## src/rtl/exc_ctl_pkg.sv

```systemverilog
package exc_ctl_pkg;
    localparam int STAT_W = 8;
    localparam int MODE_W = 5;
    localparam int NBANK  = 5;
    localparam int BANK_W = $clog2(NBANK);

    localparam logic [MODE_W-1:0] MODE_USR = 5'h10;
    localparam logic [MODE_W-1:0] MODE_FIQ = 5'h11;
    localparam logic [MODE_W-1:0] MODE_IRQ = 5'h12;
    localparam logic [MODE_W-1:0] MODE_SVC = 5'h13;
    localparam logic [MODE_W-1:0] MODE_ABT = 5'h17;
    localparam logic [MODE_W-1:0] MODE_UND = 5'h1B;

    localparam logic [BANK_W-1:0] BANK_SVC = 3'd0;
    localparam logic [BANK_W-1:0] BANK_ABT = 3'd1;
    localparam logic [BANK_W-1:0] BANK_UND = 3'd2;
    localparam logic [BANK_W-1:0] BANK_IRQ = 3'd3;
    localparam logic [BANK_W-1:0] BANK_FIQ = 3'd4;

    typedef struct packed {
        logic              irq_dis;
        logic              fiq_dis;
        logic              cmp;
        logic [MODE_W-1:0] mode;
    } stat_t;

    typedef enum logic [2:0] {
        EX_NONE, EX_UND, EX_SWI, EX_PABT, EX_IRQ, EX_FIQ, EX_DABT
    } exc_e;

    // {has_bank, bank index}
    function automatic logic [BANK_W:0] mode_bank(input logic [MODE_W-1:0] m);
        case (m)
            MODE_SVC: return {1'b1, BANK_SVC};
            MODE_ABT: return {1'b1, BANK_ABT};
            MODE_UND: return {1'b1, BANK_UND};
            MODE_IRQ: return {1'b1, BANK_IRQ};
            MODE_FIQ: return {1'b1, BANK_FIQ};
            default:  return '0;
        endcase
    endfunction
endpackage

```

## src/rtl/exc_prio_pick.sv

```systemverilog
module exc_prio_pick
    import exc_ctl_pkg::*;
(
    input  logic req_und_i,
    input  logic req_swi_i,
    input  logic req_pabt_i,
    input  logic req_dabt_i,
    input  logic req_irq_i,
    input  logic req_fiq_i,
    input  logic irq_dis_i,
    input  logic fiq_dis_i,
    output exc_e sel_o
);
    logic irq_live, fiq_live;

    always_comb begin
        irq_live = req_irq_i & ~irq_dis_i;
        fiq_live = req_fiq_i & ~fiq_dis_i;
        if      (req_dabt_i) sel_o = EX_DABT;
        else if (fiq_live)   sel_o = EX_FIQ;
        else if (irq_live)   sel_o = EX_IRQ;
        else if (req_pabt_i) sel_o = EX_PABT;
        else if (req_und_i)  sel_o = EX_UND;
        else if (req_swi_i)  sel_o = EX_SWI;
        else                 sel_o = EX_NONE;
    end

    // a masked line never wins
    always_comb begin
        assert_masked_irq_R3: assert (!(sel_o == EX_IRQ && irq_dis_i));
        assert_masked_fiq_R3: assert (!(sel_o == EX_FIQ && fiq_dis_i));
    end
endmodule

```

## src/rtl/exc_entry_calc.sv

```systemverilog
module exc_entry_calc
    import exc_ctl_pkg::*;
#(
    parameter int ADDR_W = 32
) (
    input  exc_e              sel_i,
    input  logic [ADDR_W-1:0] pc_i,
    input  stat_t             stat_i,
    output logic [ADDR_W-1:0] vec_o,
    output logic [ADDR_W-1:0] link_o,
    output logic [BANK_W-1:0] bank_o,
    output stat_t             stat_o
);
    logic [7:0]        vec8;
    logic [3:0]        off;
    logic [MODE_W-1:0] mode;
    logic              set_fiq;

    always_comb begin
        vec8    = 8'h00;
        off     = 4'd4;
        mode    = stat_i.mode;
        bank_o  = BANK_SVC;
        set_fiq = 1'b0;
        case (sel_i)
            EX_UND:  begin vec8 = 8'h04; mode = MODE_UND; bank_o = BANK_UND;
                           off = stat_i.cmp ? 4'd2 : 4'd4; end
            EX_SWI:  begin vec8 = 8'h08; mode = MODE_SVC; bank_o = BANK_SVC;
                           off = stat_i.cmp ? 4'd2 : 4'd4; end
            EX_PABT: begin vec8 = 8'h0C; mode = MODE_ABT; bank_o = BANK_ABT; end
            EX_DABT: begin vec8 = 8'h10; mode = MODE_ABT; bank_o = BANK_ABT; off = 4'd8; end
            EX_IRQ:  begin vec8 = 8'h18; mode = MODE_IRQ; bank_o = BANK_IRQ; end
            EX_FIQ:  begin vec8 = 8'h1C; mode = MODE_FIQ; bank_o = BANK_FIQ; set_fiq = 1'b1; end
            default: ;
        endcase
        vec_o          = ADDR_W'(vec8);
        link_o         = pc_i + ADDR_W'(off);
        stat_o.mode    = mode;
        stat_o.cmp     = 1'b0;
        stat_o.irq_dis = 1'b1;
        stat_o.fiq_dis = stat_i.fiq_dis | set_fiq;
    end
endmodule

```

## src/rtl/exc_ctl.sv

```systemverilog
module exc_ctl
    import exc_ctl_pkg::*;
#(
    parameter int ADDR_W = 32
) (
    input  logic                    clk,
    input  logic                    rst_n,
    input  logic                    req_und_i,
    input  logic                    req_swi_i,
    input  logic                    req_pabt_i,
    input  logic                    req_dabt_i,
    input  logic                    req_irq_i,
    input  logic                    req_fiq_i,
    input  logic [ADDR_W-1:0]       pc_i,
    input  logic                    ret_valid_i,
    input  logic                    ret_restore_i,
    input  logic [ADDR_W-1:0]       ret_addr_i,
    input  logic                    stat_wr_i,
    input  logic [STAT_W-1:0]       stat_wdata_i,
    output logic [ADDR_W-1:0]       pc_o,
    output logic                    pc_load_o,
    output logic                    lr_we_o,
    output logic [BANK_W-1:0]       lr_bank_o,
    output logic [ADDR_W-1:0]       lr_data_o,
    output logic [STAT_W-1:0]       stat_o,
    output logic [NBANK*STAT_W-1:0] saved_o
);
    localparam stat_t STAT_RST = '{irq_dis: 1'b1, fiq_dis: 1'b1, cmp: 1'b0, mode: MODE_SVC};

    typedef struct packed {
        logic [ADDR_W-1:0]      pc;
        logic                   pc_load;
        logic                   lr_we;
        logic [BANK_W-1:0]      lr_bank;
        logic [ADDR_W-1:0]      lr_data;
        stat_t                  stat;
        stat_t [NBANK-1:0]      saved;
    } st_t;

    st_t st_d, st_q;

    exc_e              sel;
    logic [ADDR_W-1:0] ent_vec, ent_link;
    logic [BANK_W-1:0] ent_bank;
    stat_t             ent_stat;
    logic [BANK_W:0]   cur_bank;

    exc_prio_pick u_pick (
        .req_und_i (req_und_i),
        .req_swi_i (req_swi_i),
        .req_pabt_i(req_pabt_i),
        .req_dabt_i(req_dabt_i),
        .req_irq_i (req_irq_i),
        .req_fiq_i (req_fiq_i),
        .irq_dis_i (st_q.stat.irq_dis),
        .fiq_dis_i (st_q.stat.fiq_dis),
        .sel_o     (sel)
    );

    exc_entry_calc #(.ADDR_W(ADDR_W)) u_calc (
        .sel_i (sel),
        .pc_i  (pc_i),
        .stat_i(st_q.stat),
        .vec_o (ent_vec),
        .link_o(ent_link),
        .bank_o(ent_bank),
        .stat_o(ent_stat)
    );

    always_comb begin
        cur_bank      = mode_bank(st_q.stat.mode);
        st_d          = st_q;
        st_d.pc_load  = 1'b0;
        st_d.lr_we    = 1'b0;
        if (sel != EX_NONE) begin
            st_d.pc              = ent_vec;
            st_d.pc_load         = 1'b1;
            st_d.lr_we           = 1'b1;
            st_d.lr_bank         = ent_bank;
            st_d.lr_data         = ent_link;
            st_d.saved[ent_bank] = st_q.stat;
            st_d.stat            = ent_stat;
        end else if (ret_valid_i) begin
            st_d.pc      = ret_addr_i;
            st_d.pc_load = 1'b1;
            if (ret_restore_i && cur_bank[BANK_W])
                st_d.stat = st_q.saved[cur_bank[BANK_W-1:0]];
        end else if (stat_wr_i) begin
            st_d.stat = stat_t'(stat_wdata_i);
        end
    end

    always_ff @(posedge clk or negedge rst_n) begin
        if (!rst_n) begin
            st_q      <= '0;
            st_q.stat <= STAT_RST;
        end else begin
            st_q <= st_d;
        end
    end

    assign pc_o      = st_q.pc;
    assign pc_load_o = st_q.pc_load;
    assign lr_we_o   = st_q.lr_we;
    assign lr_bank_o = st_q.lr_bank;
    assign lr_data_o = st_q.lr_data;
    assign stat_o    = st_q.stat;
    assign saved_o   = st_q.saved;

    assert_entry_state_R7: assert property (@(posedge clk) disable iff (!rst_n)
        (sel != EX_NONE) |=> (!stat_o[5] && stat_o[7] && pc_load_o && lr_we_o));

    assert_entry_saves_R6: assert property (@(posedge clk) disable iff (!rst_n)
        (sel != EX_NONE) |=> (saved_o[lr_bank_o*STAT_W +: STAT_W] == $past(stat_o)));

    assert_return_pc_R8: assert property (@(posedge clk) disable iff (!rst_n)
        (ret_valid_i && sel == EX_NONE) |=> (pc_o == $past(ret_addr_i) && pc_load_o && !lr_we_o));

    assert_user_restore_R9: assert property (@(posedge clk) disable iff (!rst_n)
        (ret_valid_i && ret_restore_i && sel == EX_NONE && stat_o[4:0] == MODE_USR)
        |=> $stable(stat_o));

    assert_link_with_pc_R10: assert property (@(posedge clk) disable iff (!rst_n)
        lr_we_o |-> pc_load_o);
endmodule

```

## config.mk

```make
export PLATFORM = sky130hd
export DESIGN_NAME = exc_ctl
export DESIGN_NICKNAME = d
export VERILOG_FILES = /design/src/rtl/exc_ctl_pkg.sv /design/src/rtl/exc_prio_pick.sv /design/src/rtl/exc_entry_calc.sv /design/src/rtl/exc_ctl.sv
export SDC_FILE = /design/constraint.sdc
export NUM_CORES = 1
export LEC_CHECK = 0
export BUFFER_PORTS_ARGS = -buffer_cell sky130_fd_sc_hd__buf_2
export CORE_MARGIN = 3
export CORE_UTILIZATION = 55
export DETAILED_ROUTE_END_ITERATION = 8
export GPL_ROUTABILITY_DRIVEN = 0
export PLACE_DENSITY = 0.91
export SLEW_MARGIN = 40
export SYNTH_ARGS = -nofsm -noshare
export SYNTH_HDL_FRONTEND = slang
export SYNTH_SLANG_ARGS = --single-unit
```

## constraint.sdc

```tcl
create_clock -name clk -period 5.2 [get_ports clk]
set_input_delay 1.04 -clock clk [delete_from_list [all_inputs] [get_ports clk]]
set_output_delay 1.04 -clock clk [all_outputs]
set_load 0.02 [all_outputs]
```

==> reports/results.txt, run 1 <==
total power = 0.00263 W
max cap viols = 0
RR Endpoint = lr_data_o[26]$_DFFE_PN0N_
worst-path fanout max = 13
DP HPWL = 11800 um
Rel. slew slack = 51.6%
syn nets = 646
Yosys reg bits = 117
DIE AREA = 0.0119 mm^2
CP arrival = 3590 ps
Mapped Cells = 559
syn avg cell area = 10.4 um^2
Clk Latency, worst-skew pair = 510 ps
Avg WL per Cell = 18.8 um
crit path from = req_fiq_i
setup tns final = 0 ps
Longest Clk Path Bufs = 2
Fill cells = 672
ys flop type = dfrtp_1
CTS Hold Bufs = 0
router iterations before antenna repair = 5
RSZ-0062 raised after global routing = no
nets@finish = 830
number of global-route vias before repair = 5196
worst min-delay path category = flop to flop
critical path type = input port to flop
area delta synth->final = 28.0%
Starting Density = 58.1%
clk_skew = 6.71 ps
static leakage = 3.48 nW
final wirelength = 16700 um
clk slew on worst S/H paths = 50 ps
Buffers on Ports = 199
register area share after synthesis = 50.3%
Slew @ Worst Pin = 720 ps
first-pass GRT wire length = 26100 um
multi-input logic area = 0.00271 mm^2
Finish-stage setup viols = 0
DRC Markers = 0
power density cells = 353 mW/mm^2
setup ws final = 1980 ps
Worst Path Required = 5570 ps
DR vias = 5227
reg2reg setup slack = 2010 ps
Mapped Area = 0.00583 mm^2
Top Ports = 200
core footprint = 0.0100 mm^2
Final ANT Viol Nets = 0
post-synthesis cell type count = 63
Slew Viols, Final = 0
H-tree Lvls = 4
largest net degree at the start of global routing = 79
chip height = 109 um
critical path endpoint category = flop
Die X = 109 um
Fmax = 311 MHz
Fin. Hold Viols = 0
clock period minus worst slack = 3220 ps
Synth async-reset ratio = 100%
post-CTS setup repair buffer count = 0
peak supply drop = 0.228 mV
ant diodes = 0
Resize count post-CTS = 0
Cell Rows = 36
status = finished clean
FF/Latch Area = 0.00293 mm^2
vias per cell = 5.88
Startpoint Class = input port
FF-to-FF path depth = 10
TritonCTS Buffers = 17
initial antenna violation count = 0
Clock Sinks = 117
layout cells sized above 1 = 37.7%
Setup crit end = lr_data_o[26]$_DFFE_PN0N_
initial drt markers = 387
root buf cell = clkbuf_8
GRT overflow = 0
pre-CTS setup slack = 1320 ps
R2R Path Start = stat_o[6]$_DFFE_PN1P_
Ys Warns = 0
Tot GR Track Use = 28.8%
Final Cycle Share = 61.9%
number of enable flip-flop cells after synthesis = 0
TritonCTS clock tree = done
hold slack final = 472 ps
-- state kept, by name, summed over array words and instances, names as in the netlist --
register / count
stat_o: 8
saved_o: 40
lr_bank_o: 3
lr_we_o: 1
pc_o: 32
pc_load_o: 1
lr_data_o: 32
-- final cells by class --
class,count,share of cell area [%]
clock buffer,23,6.25
clock inverter,9,1.69
inverter,10,0.503
multi-input combinational,395,36.3
sequential,117,39.3
tap,133,2.23
timing repair buffer,202,13.7
-- metrics by stage --
| step | cells | area [um^2] | utilization, % |
|---|---|---|---|
| finish | 889 | 7470 | 74.4 |
| global route | 889 | 7470 | 74.4 |
| global placement | 857 | 6850 | 68.2 |
| floorplan | 559 | 5830 | - |
| CTS | 889 | 7450 | 74.2 |
| detailed placement | 857 | 6860 | 68.3 |
-- cell usage in the layout, fill, tap and decap left out, drive strengths merged, types with 2 or more instances in the layout --
| cell | netlist | layout |
|---|---|---|
| a31oi | 5 | 5 |
| nand3 | 22 | 22 |
| mux2 | 37 | 37 |
| and2 | 3 | 3 |
| nor3 | 10 | 10 |
| and4 | 3 | 3 |
| clkbuf | 22 | 23 |
| a21o | 2 | 2 |
| nor4 | 3 | 3 |
| o2111ai | 2 | 2 |
| a21oi | 7 | 7 |
| xnor2 | 13 | 13 |
| nor2b | 10 | 10 |
| or2 | 2 | 2 |
| buf | 15 | 202 |
| o211ai | 7 | 7 |
| nand2 | 66 | 66 |
| a22oi | 2 | 2 |
| clkinv | 0 | 5 |
| mux2i | 33 | 33 |
| ha | 3 | 3 |
| or3 | 2 | 2 |
| o21ai | 44 | 44 |
| nand4 | 10 | 10 |
| nor3b | 8 | 8 |
| nand3b | 3 | 3 |
| a211oi | 2 | 2 |
| nor2 | 46 | 46 |
| inv | 10 | 10 |
| a2bb2oi | 5 | 5 |
| bufinv | 0 | 3 |
| dfstp | 5 | 5 |
| o22ai | 9 | 9 |
| nand2b | 3 | 3 |
| xor2 | 17 | 17 |
| and3 | 5 | 5 |
| dfrtp | 112 | 112 |
-- synth_stat cells (all sizes together), types with 5 or more instances --
cell       n  area [um^2]
o211ai     7         52.6
nor3b      8         80.1
xor2      17          149
o21ai     44          224
clkbuf    22         82.6
and3       5         32.5
dfrtp    112         2800
nor3      10         75.1
inv       10         37.5
nand2     66          248
o22ai      9         56.3
xnor2     13          114
mux2i     33          330
dfstp      5          131
nand3     22          115
buf       15         91.3
mux2      37          417
nor2b     10         62.6
a21oi      7         38.8
nor2      46          173
a31oi      5         31.3
a2bb2oi    5         43.8
nand4     10         68.8
-- where the power goes --
part           total [W]  leakage, nW  internal (W)  switching (W)
Combinational   0.000422         1.78      0.000159       0.000264
Clock            0.00116        0.292      0.000765       0.000394
Sequential       0.00105         1.42      0.000985      0.0000660
Total            0.00263         3.48       0.00191       0.000724
-- routing by layer --
metal	vias up	global-route usage [%]	wire length [um]
met5	-	0	0
met2	320	47.5	8060
met1	2527	35.2	6560
met4	0	15.1	603
met3	48	6.75	1530
li1	2332	-	-
-- worst max-delay path, stage by stage --
cell and delay (ps):
buf_2 110, nor2b_1 180, nor3_1 370, o2111ai_1 210, and2_1 240, ha_1 290, a21oi_1 100, o21ai_2 520
nor3b_2 300, xnor2_1 150, o21ai_1 70
-- cells by family (layout without fill, tap and decap cells) --
group | Yosys count | after routing | share of synthesized area [%]
fa+ha+maj | 4 | 4 | 0.987
buf+inv | 47 | 244 | 3.63
mux | 70 | 70 | 12.8
compound gates | 91 | 91 | 9.74
simple gates | 200 | 200 | 18.0
xor+xnor | 30 | 30 | 4.50
flops | 117 | 117 | 50.3
-- worst min path at each step --
stage	start	slack, ps	depth (start not counted)	to
after global routing	lr_data_o[0]$_DFFE_PN0N_	490	2	lr_data_o[0]$_DFFE_PN0N_
final	lr_data_o[2]$_DFFE_PN0N_	470	2	lr_data_o[2]$_DFFE_PN0N_
after floorplan	stat_o[7]$_DFFE_PN1P_	520	2	stat_o[7]$_DFFE_PN1P_
after global placement	lr_data_o[0]$_DFFE_PN0N_	450	2	lr_data_o[0]$_DFFE_PN0N_
after detailed placement	lr_data_o[0]$_DFFE_PN0N_	460	2	lr_data_o[0]$_DFFE_PN0N_
after CTS	lr_data_o[0]$_DFFE_PN0N_	480	2	lr_data_o[0]$_DFFE_PN0N_
Power figures use the tool's default switching activity.
==> run 2, diff against run 1 <==
--- a/config.mk
+++ b/config.mk
@@ -7,10 +7,10 @@
 export LEC_CHECK = 0
 export BUFFER_PORTS_ARGS = -buffer_cell sky130_fd_sc_hd__buf_2
 export CORE_MARGIN = 3
-export CORE_UTILIZATION = 55
+export CORE_UTILIZATION = 46
 export DETAILED_ROUTE_END_ITERATION = 8
 export GPL_ROUTABILITY_DRIVEN = 0
-export PLACE_DENSITY = 0.91
+export PLACE_DENSITY = 0.82
 export SLEW_MARGIN = 40
 export SYNTH_ARGS = -nofsm -noshare
 export SYNTH_HDL_FRONTEND = slang
==> constraint.sdc (replaced) <==
create_clock -name clk -period 2.6 [get_ports clk]
set_input_delay 0.52 -clock clk [delete_from_list [all_inputs] [get_ports clk]]
set_output_delay 0.52 -clock clk [all_outputs]
set_load 0.02 [all_outputs]
==> run 2 against run 1 <==
Routed wire length fell by 2.3%. Non-clock buffer count rose by 27. Setup slack got worse by 1900 ps.
==> reports/results.txt, run 2 (synthesis gave the netlist of run 1 again) <==
status = finished clean
static leakage = 3.63 nW (+4.1%)
Worst Path Required = 2880 ps (-2690 ps)
setup tns final = 0 ps (unchanged)
final wirelength = 16400 um (-2.3%)
layout cells sized above 1 = 39.8% (+2.1 points)
vias per cell = 5.36 (-8.9%)
clk slew on worst S/H paths = 60 ps (about the same)
GRT overflow = 0 (unchanged)
RSZ-0062 raised after global routing = yes
initial antenna violation count = 6 (+6)
Longest Clk Path Bufs = 2 (unchanged)
DIE AREA = 0.0141 mm^2 (+18%)
most common cell after layout, fill and taps aside = buf_2
DP HPWL = 12100 um (+2.4%)
chip height = 119 um (+8.8%)
Die X = 119 um (+8.8%)
Top Ports = 200 (unchanged)
area delta synth->final = 33.5%
core footprint = 0.0122 mm^2 (+22%)
Logic pwr share = 16.1% (about the same)
internal power = 0.00392 W (+110%)
Clock Sinks = 117 (unchanged)
power density cells = 692 mW/mm^2 (+96%)
first-pass GRT wire length = 26200 um (+0.18%)
TritonCTS Buffers = 17 (unchanged)
worst min-delay path category = input port to async pin
sequential share of power = 38.8% (-1.1 points)
sw power = 0.00146 W (+100%)
DRC Markers = 0 (unchanged)
Clk Latency, worst-skew pair = 410 ps (-100 ps)
post-CTS setup repair buffer count = 0 (unchanged)
Avg WL per Cell = 17.1 um (-9.1%)
switching share of power = 27.2% (-0.31 points)
TritonCTS clock tree = done
clock power share = 45.1% (+1.1 points)
clk_skew = 7.39 ps (+0.684 ps)
Final ANT Viol Nets = 0 (unchanged)
critical path type = flop to flop
total power = 0.00538 W (+100%)
clock period minus worst slack = 2490 ps
Fin. Hold Viols = 0 (unchanged)
max reg flops = 40 (unchanged)
number of global-route vias before repair = 5044 (-2.9%)
Rel. slew slack = 55.7% (+4.1 points)
worst-path fanout max = 7 (-6)
Starting Density = 47.8% (-10 points)
Cell Rows = 40 (+11%)
H-tree Lvls = 4 (unchanged)
most frequent cells in the layout = buf_2, dfrtp_1, nand2_1
Fmax = 401 MHz
CP arrival = 2770 ps (-820 ps)
Buffers on Ports = 199 (unchanged)
nets@finish = 857 (+3.3%)
initial drt markers = 432 (+12%)
DR vias = 5123 (-2.0%)
Slew Viols, Final = 0 (unchanged)
Final Cycle Share = 95.9%
root buf cell = clkbuf_16
router iterations before antenna repair = 5 (unchanged)
Slew @ Worst Pin = 665 ps (-55.6 ps)
Startpoint Class = flop
largest net degree at the start of global routing = 64 (-19%)
peak supply drop = 0.356 mV (+56%)
max cap viols = 0 (unchanged)
critical path endpoint category = flop
Tot GR Track Use = 23.4% (-5.4 points)
Finish-stage setup viols = 0 (unchanged)
## run 2: cell count changes in the layout (fill, tap and decap cells not counted), moves of 2 or more
cell / previous run / this run
buf_4: 3 / 27
diode_2: 0 / 5
nor3_2: 4 / 6
clkinv_2: 4 / 2
clkbuf_8: 4 / 0
clkinvlp_4: 1 / 3
buf_12: 0 / 4
## run 2: area by class of cell
type / instances / area, um^2
repair buffers: 229 / 1270
inverters: 10 / 37.5
multi-input cells: 395 / 2700
flip-flops and latches: 117 / 2930
fillers: 1014 / 4430
clock buffers: 20 / 437
diodes: 5 / 12.5
well taps: 168 / 210
clock inverters: 12 / 179
## run 2: through the flow
stage | instances | util [%] | hold slack [ps] | worst slack (ps) | cell area, um^2
after floorplan | 559 | - | 224 | 1.15 | 5840
after global placement | 919 | 58.6 | 449 | -53.8 | 7150
after detailed placement | 919 | 58.6 | 454 | -112 | 7150
after CTS | 951 | 63.6 | 110 | 79.2 | 7770
after global routing | 956 | 63.7 | 136 | -52.8 | 7780
final | 956 | 63.7 | 93.2 | 106 | 7780
## run 2: timing repair
action	in CTS	in global routing
gates resized for setup	0	2
endpoints found under the setup margin	0	16
hold buffers	0	0
## run 2: worst paths after layout
path / from / to / slack [ps] / cells after the start
min: rst_n / lr_we_o$_DFF_PN0_ / 90 / 1
max reg2reg: stat_o[7]$_DFFE_PN1P_ / lr_data_o[21]$_DFFE_PN0N_ / 110 / 10
min in group clk: pc_i[0] / lr_data_o[0]$_DFFE_PN0N_ / 330 / 3
max in group asynchronous: rst_n / stat_o[0]$_DFFE_PN1P_ / 1800 / 2
max: stat_o[7]$_DFFE_PN1P_ / lr_data_o[21]$_DFFE_PN0N_ / 110 / 10
min reg2reg: lr_data_o[0]$_DFFE_PN0N_ / lr_data_o[0]$_DFFE_PN0N_ / 460 / 2
## run 2: worst max-delay path: stages (launching register included)
cell and delay [ps]:
dfstp_2 540, nor2b_1 70, nor3_2 190, o2111ai_1 170, and2_1 200, fa_2 370
a21o_1 200, and3_2 280, nand4_1 130, xor2_1 150, o21ai_1 70
## run 2: routing by layer
| metal | up-vias | wire length, um | track usage, % |
|---|---|---|---|
| met3 | 23 | 1350 | 6.17 |
| met5 | - | 7 | 0 |
| met2 | 232 | 7730 | 36.3 |
| li1 | 2399 | - | - |
| met1 | 2467 | 6930 | 30.9 |
| met4 | 2 | 343 | 10.1 |
## run 2: power groups by stage
stage / sequential (W) / clock (W) / combinational (W)
3_5_place_dp: 0.00212 / 0 / 0.000872
2_1_floorplan: 0.00227 / 0 / 0.000321
6_report: 0.00209 / 0.00243 / 0.000869
5_1_grt: 0.00211 / 0.00254 / 0.000941
3_3_place_gp: 0.00211 / 0 / 0.000855
4_1_cts: 0.00209 / 0.00246 / 0.000876
==> run 3, diff against run 2 <==
--- a/config.mk
+++ b/config.mk
@@ -6,10 +6,12 @@
 export NUM_CORES = 1
 export LEC_CHECK = 0
 export BUFFER_PORTS_ARGS = -buffer_cell sky130_fd_sc_hd__buf_2
+export CORE_ASPECT_RATIO = 0.8
 export CORE_MARGIN = 3
 export CORE_UTILIZATION = 46
 export DETAILED_ROUTE_END_ITERATION = 8
 export GPL_ROUTABILITY_DRIVEN = 0
+export GPL_TIMING_DRIVEN = 0
 export PLACE_DENSITY = 0.82
 export SLEW_MARGIN = 40
 export SYNTH_ARGS = -nofsm -noshare
==> run 3 against run 2 <==
Sequential cell count unchanged. Setup slack improved by 33 ps. Critical endpoint unchanged. Clock skew about the same. Non-clock buffer count increased by 11. Sequential share of layout area decreased by 0.21 points. Critical path depth unchanged. Highest routed layer is now met4. Worst hold slack got worse by 80 ps. Global-route usage increased by 0.73 points. Sequential power about the same. Power decreased by 0.39%.
==> reports/results.txt, run 3 (synthesis gave the netlist of run 1 again) <==
initial antenna violation count = 0 (-6)
DIE AREA = 0.0141 mm^2 (about the same)
critical path endpoint category = flop
ant diodes = 0 (-5)
fin cells = 965 (+0.94%)
area delta synth->final = 34.2%
Longest Clk Path Bufs = 2 (unchanged)
clock power share = 44.6% (-0.5 points)
placed cell count = 927 (+0.87%)
setup ws final = 139 ps (+32.7 ps)
Buffers on Ports = 196 (-1.5%)
GRT overflow = 0 (unchanged)
final wirelength = 17000 um (+4.1%)
Fill cells = 1020 (+0.59%)
DP HPWL = 12500 um (+3.5%)
layout cells sized above 1 = 39.7% (-0.17 points)
CP arrival = 2730 ps (-40 ps)
Final Cycle Share = 94.7% (-1.3 points)
worst min-delay path category = input port to async pin
grt met1 use = 32.5% (+1.5 points)
met2 Use GR = 37.6% (+1.3 points)
Avg WL per Cell = 17.7 um (+3.1%)
Clock Sinks = 117 (unchanged)
chip height = 107 um (-10%)
clk_skew = 7.50 ps (+0.106 ps)
Slowest-stage cell, CP = dfstp_2
static leakage = 3.60 nW (-0.81%)
Worst Path Required = 2870 ps (about the same)
Util after Layout = 63.7% (-0.085 points)
H-tree Lvls = 4 (unchanged)
peak supply drop = 0.391 mV (+9.9%)
most frequent cells in the layout = buf_2, dfrtp_1, nand2_1
worst-path fanout max = 7 (unchanged)
Slew @ Worst Pin = 774 ps (+110 ps)
Die X = 132 um (+11%)
most common cell after layout, fill and taps aside = buf_2
sequential share of power = 38.7% (about the same)
clock period minus worst slack = 2460 ps (-32.7 ps)
max cap viols = 0 (unchanged)
switching share of power = 28.7% (+1.5 points)
Finish-stage setup viols = 0 (unchanged)
Fmax = 406 MHz (+1.3%)
Tot GR Track Use = 24.1% (+0.73 points)
initial drt markers = 323 (-25%)
Slew Viols, Final = 0 (unchanged)
Top Ports = 200 (unchanged)
Rel. slew slack = 48.4% (-7.3 points)
nets@finish = 868 (+1.3%)
largest net degree at the start of global routing = 65 (+1.6%)
router iterations before antenna repair = 5 (unchanged)
gr busiest metal = met2
DR vias = 5198 (+1.5%)
pre-CTS setup slack = -649 ps (-537 ps)
TritonCTS Buffers = 17 (unchanged)
vias per cell = 5.39 (+0.52%)
global-route track usage on met3 = 7.97% (+1.8 points)
Fin. Hold Viols = 0 (unchanged)
critical path type = flop to flop
core footprint = 0.0123 mm^2 (+0.70%)
power density cells = 685 mW/mm^2 (-0.95%)
Cell Rows = 36 (-10%)
sw power = 0.00154 W (+5.1%)
Clk Latency, worst-skew pair = 410 ps (about the same)
Final ANT Viol Nets = 0 (unchanged)
TritonCTS clock tree = done
Max stage delay on crit path = 600 ps (+60 ps)
max reg flops = 40 (unchanged)
Startpoint Class = flop
internal power = 0.00383 W (-2.4%)
RSZ-0062 raised after global routing = no
clk slew on worst S/H paths = 60 ps (about the same)
status = finished clean
number of global-route vias before repair = 4994 (-0.99%)
first-pass GRT wire length = 26700 um (+1.8%)
worst path cell trace = nor2b_4 > nor3_4 > o2111ai_2 > and2_4 > fa_2 > a21o_1 > and3_4 > nand4_1 > xor2_1 > o21ai_1
Logic pwr share = 16.7% (+0.6 points)
root buf cell = clkbuf_16
DRC Markers = 0 (unchanged)
Starting Density = 47.4% (-0.33 points)
## run 3: changes by cell type in the layout (fill, tap and decap cells not counted), moves of 3 or more
cell,delta
buf_2,+4
diode_2,-5
buf_4,-15
nand3_1,-3
buf_12,-4
clkbuf_1,+17
## run 3: timing repair
action,in CTS,in global routing
gates resized for setup,10,12
hold buffers,0,0
gates cloned,0,0
pin swaps,3,10
endpoints found under the setup margin,26,22
buffers inserted,3,4
## run 3: worst max-delay path: cells and delay by family, from the launching register on
family / cells / cell delay (ps)
simple gates: 5 / 770
fa+ha+maj: 1 / 350
xor+xnor: 1 / 150
compound gates: 3 / 450
flops: 1 / 600
## run 3: final cells by class
cell class                      count  area, um^2  share of cell area, %
Timing Repair Buffer              204        1070                   13.7
Clock inverter                     15         179                   2.29
Buffer                             36         181                   2.32
Sequential cell                   117        2930                   37.5
Clock buffer                       17         425                   5.43
Inverter                           10        37.5                  0.479
Multi-Input combinational cell    395        2790                   35.6
Tap cell                          171         214                   2.73
## run 3: path summary, 6_finish.rpt
kind                            slack [ps]                     start  depth (start not counted)                        end
worst max-delay path                   140     stat_o[7]$_DFFE_PN1P_                         10  lr_data_o[21]$_DFFE_PN0N_
worst max register to register         140     stat_o[7]$_DFFE_PN1P_                         10  lr_data_o[21]$_DFFE_PN0N_
worst min register to register         480  lr_data_o[1]$_DFFE_PN0N_                          2   lr_data_o[1]$_DFFE_PN0N_
max in group asynchronous             1890                     rst_n                          2      stat_o[4]$_DFFE_PN1P_
worst min-delay path                    10                     rst_n                          1    saved_o[27]$_DFFE_PN0P_
min in group clk                       310                   pc_i[0]                          3   lr_data_o[0]$_DFFE_PN0N_
## run 3: layer usage
layer	share of wire [%]	wire, um	vias up
li1	-	-	2417
met1	44	7430	2520
met2	46	7810	236
met3	8.5	1460	25
met4	2.0	341	0
met5	0	0	-
## run 3: power groups by stage
stage                     logic (W)  clock network, W  registers (W)
after floorplan            0.000321                 0        0.00227
after global placement     0.000842                 0        0.00210
after detailed placement   0.000869                 0        0.00211
after CTS                  0.000889           0.00243        0.00207
after global routing       0.000964           0.00251        0.00209
final                      0.000896           0.00239        0.00207
## run 3: stage by stage
stage	total power [W]	instance area, um^2	hold WS (ps)	setup TNS [ps]
floorplan	0.00259	5840	224	0
global placement	0.00294	7040	449	-52840
detailed placement	0.00298	7090	460	-11870
CTS	0.00539	7740	33.5	0
global route	0.00557	7830	37.0	0
finish	0.00536	7830	13.4	0
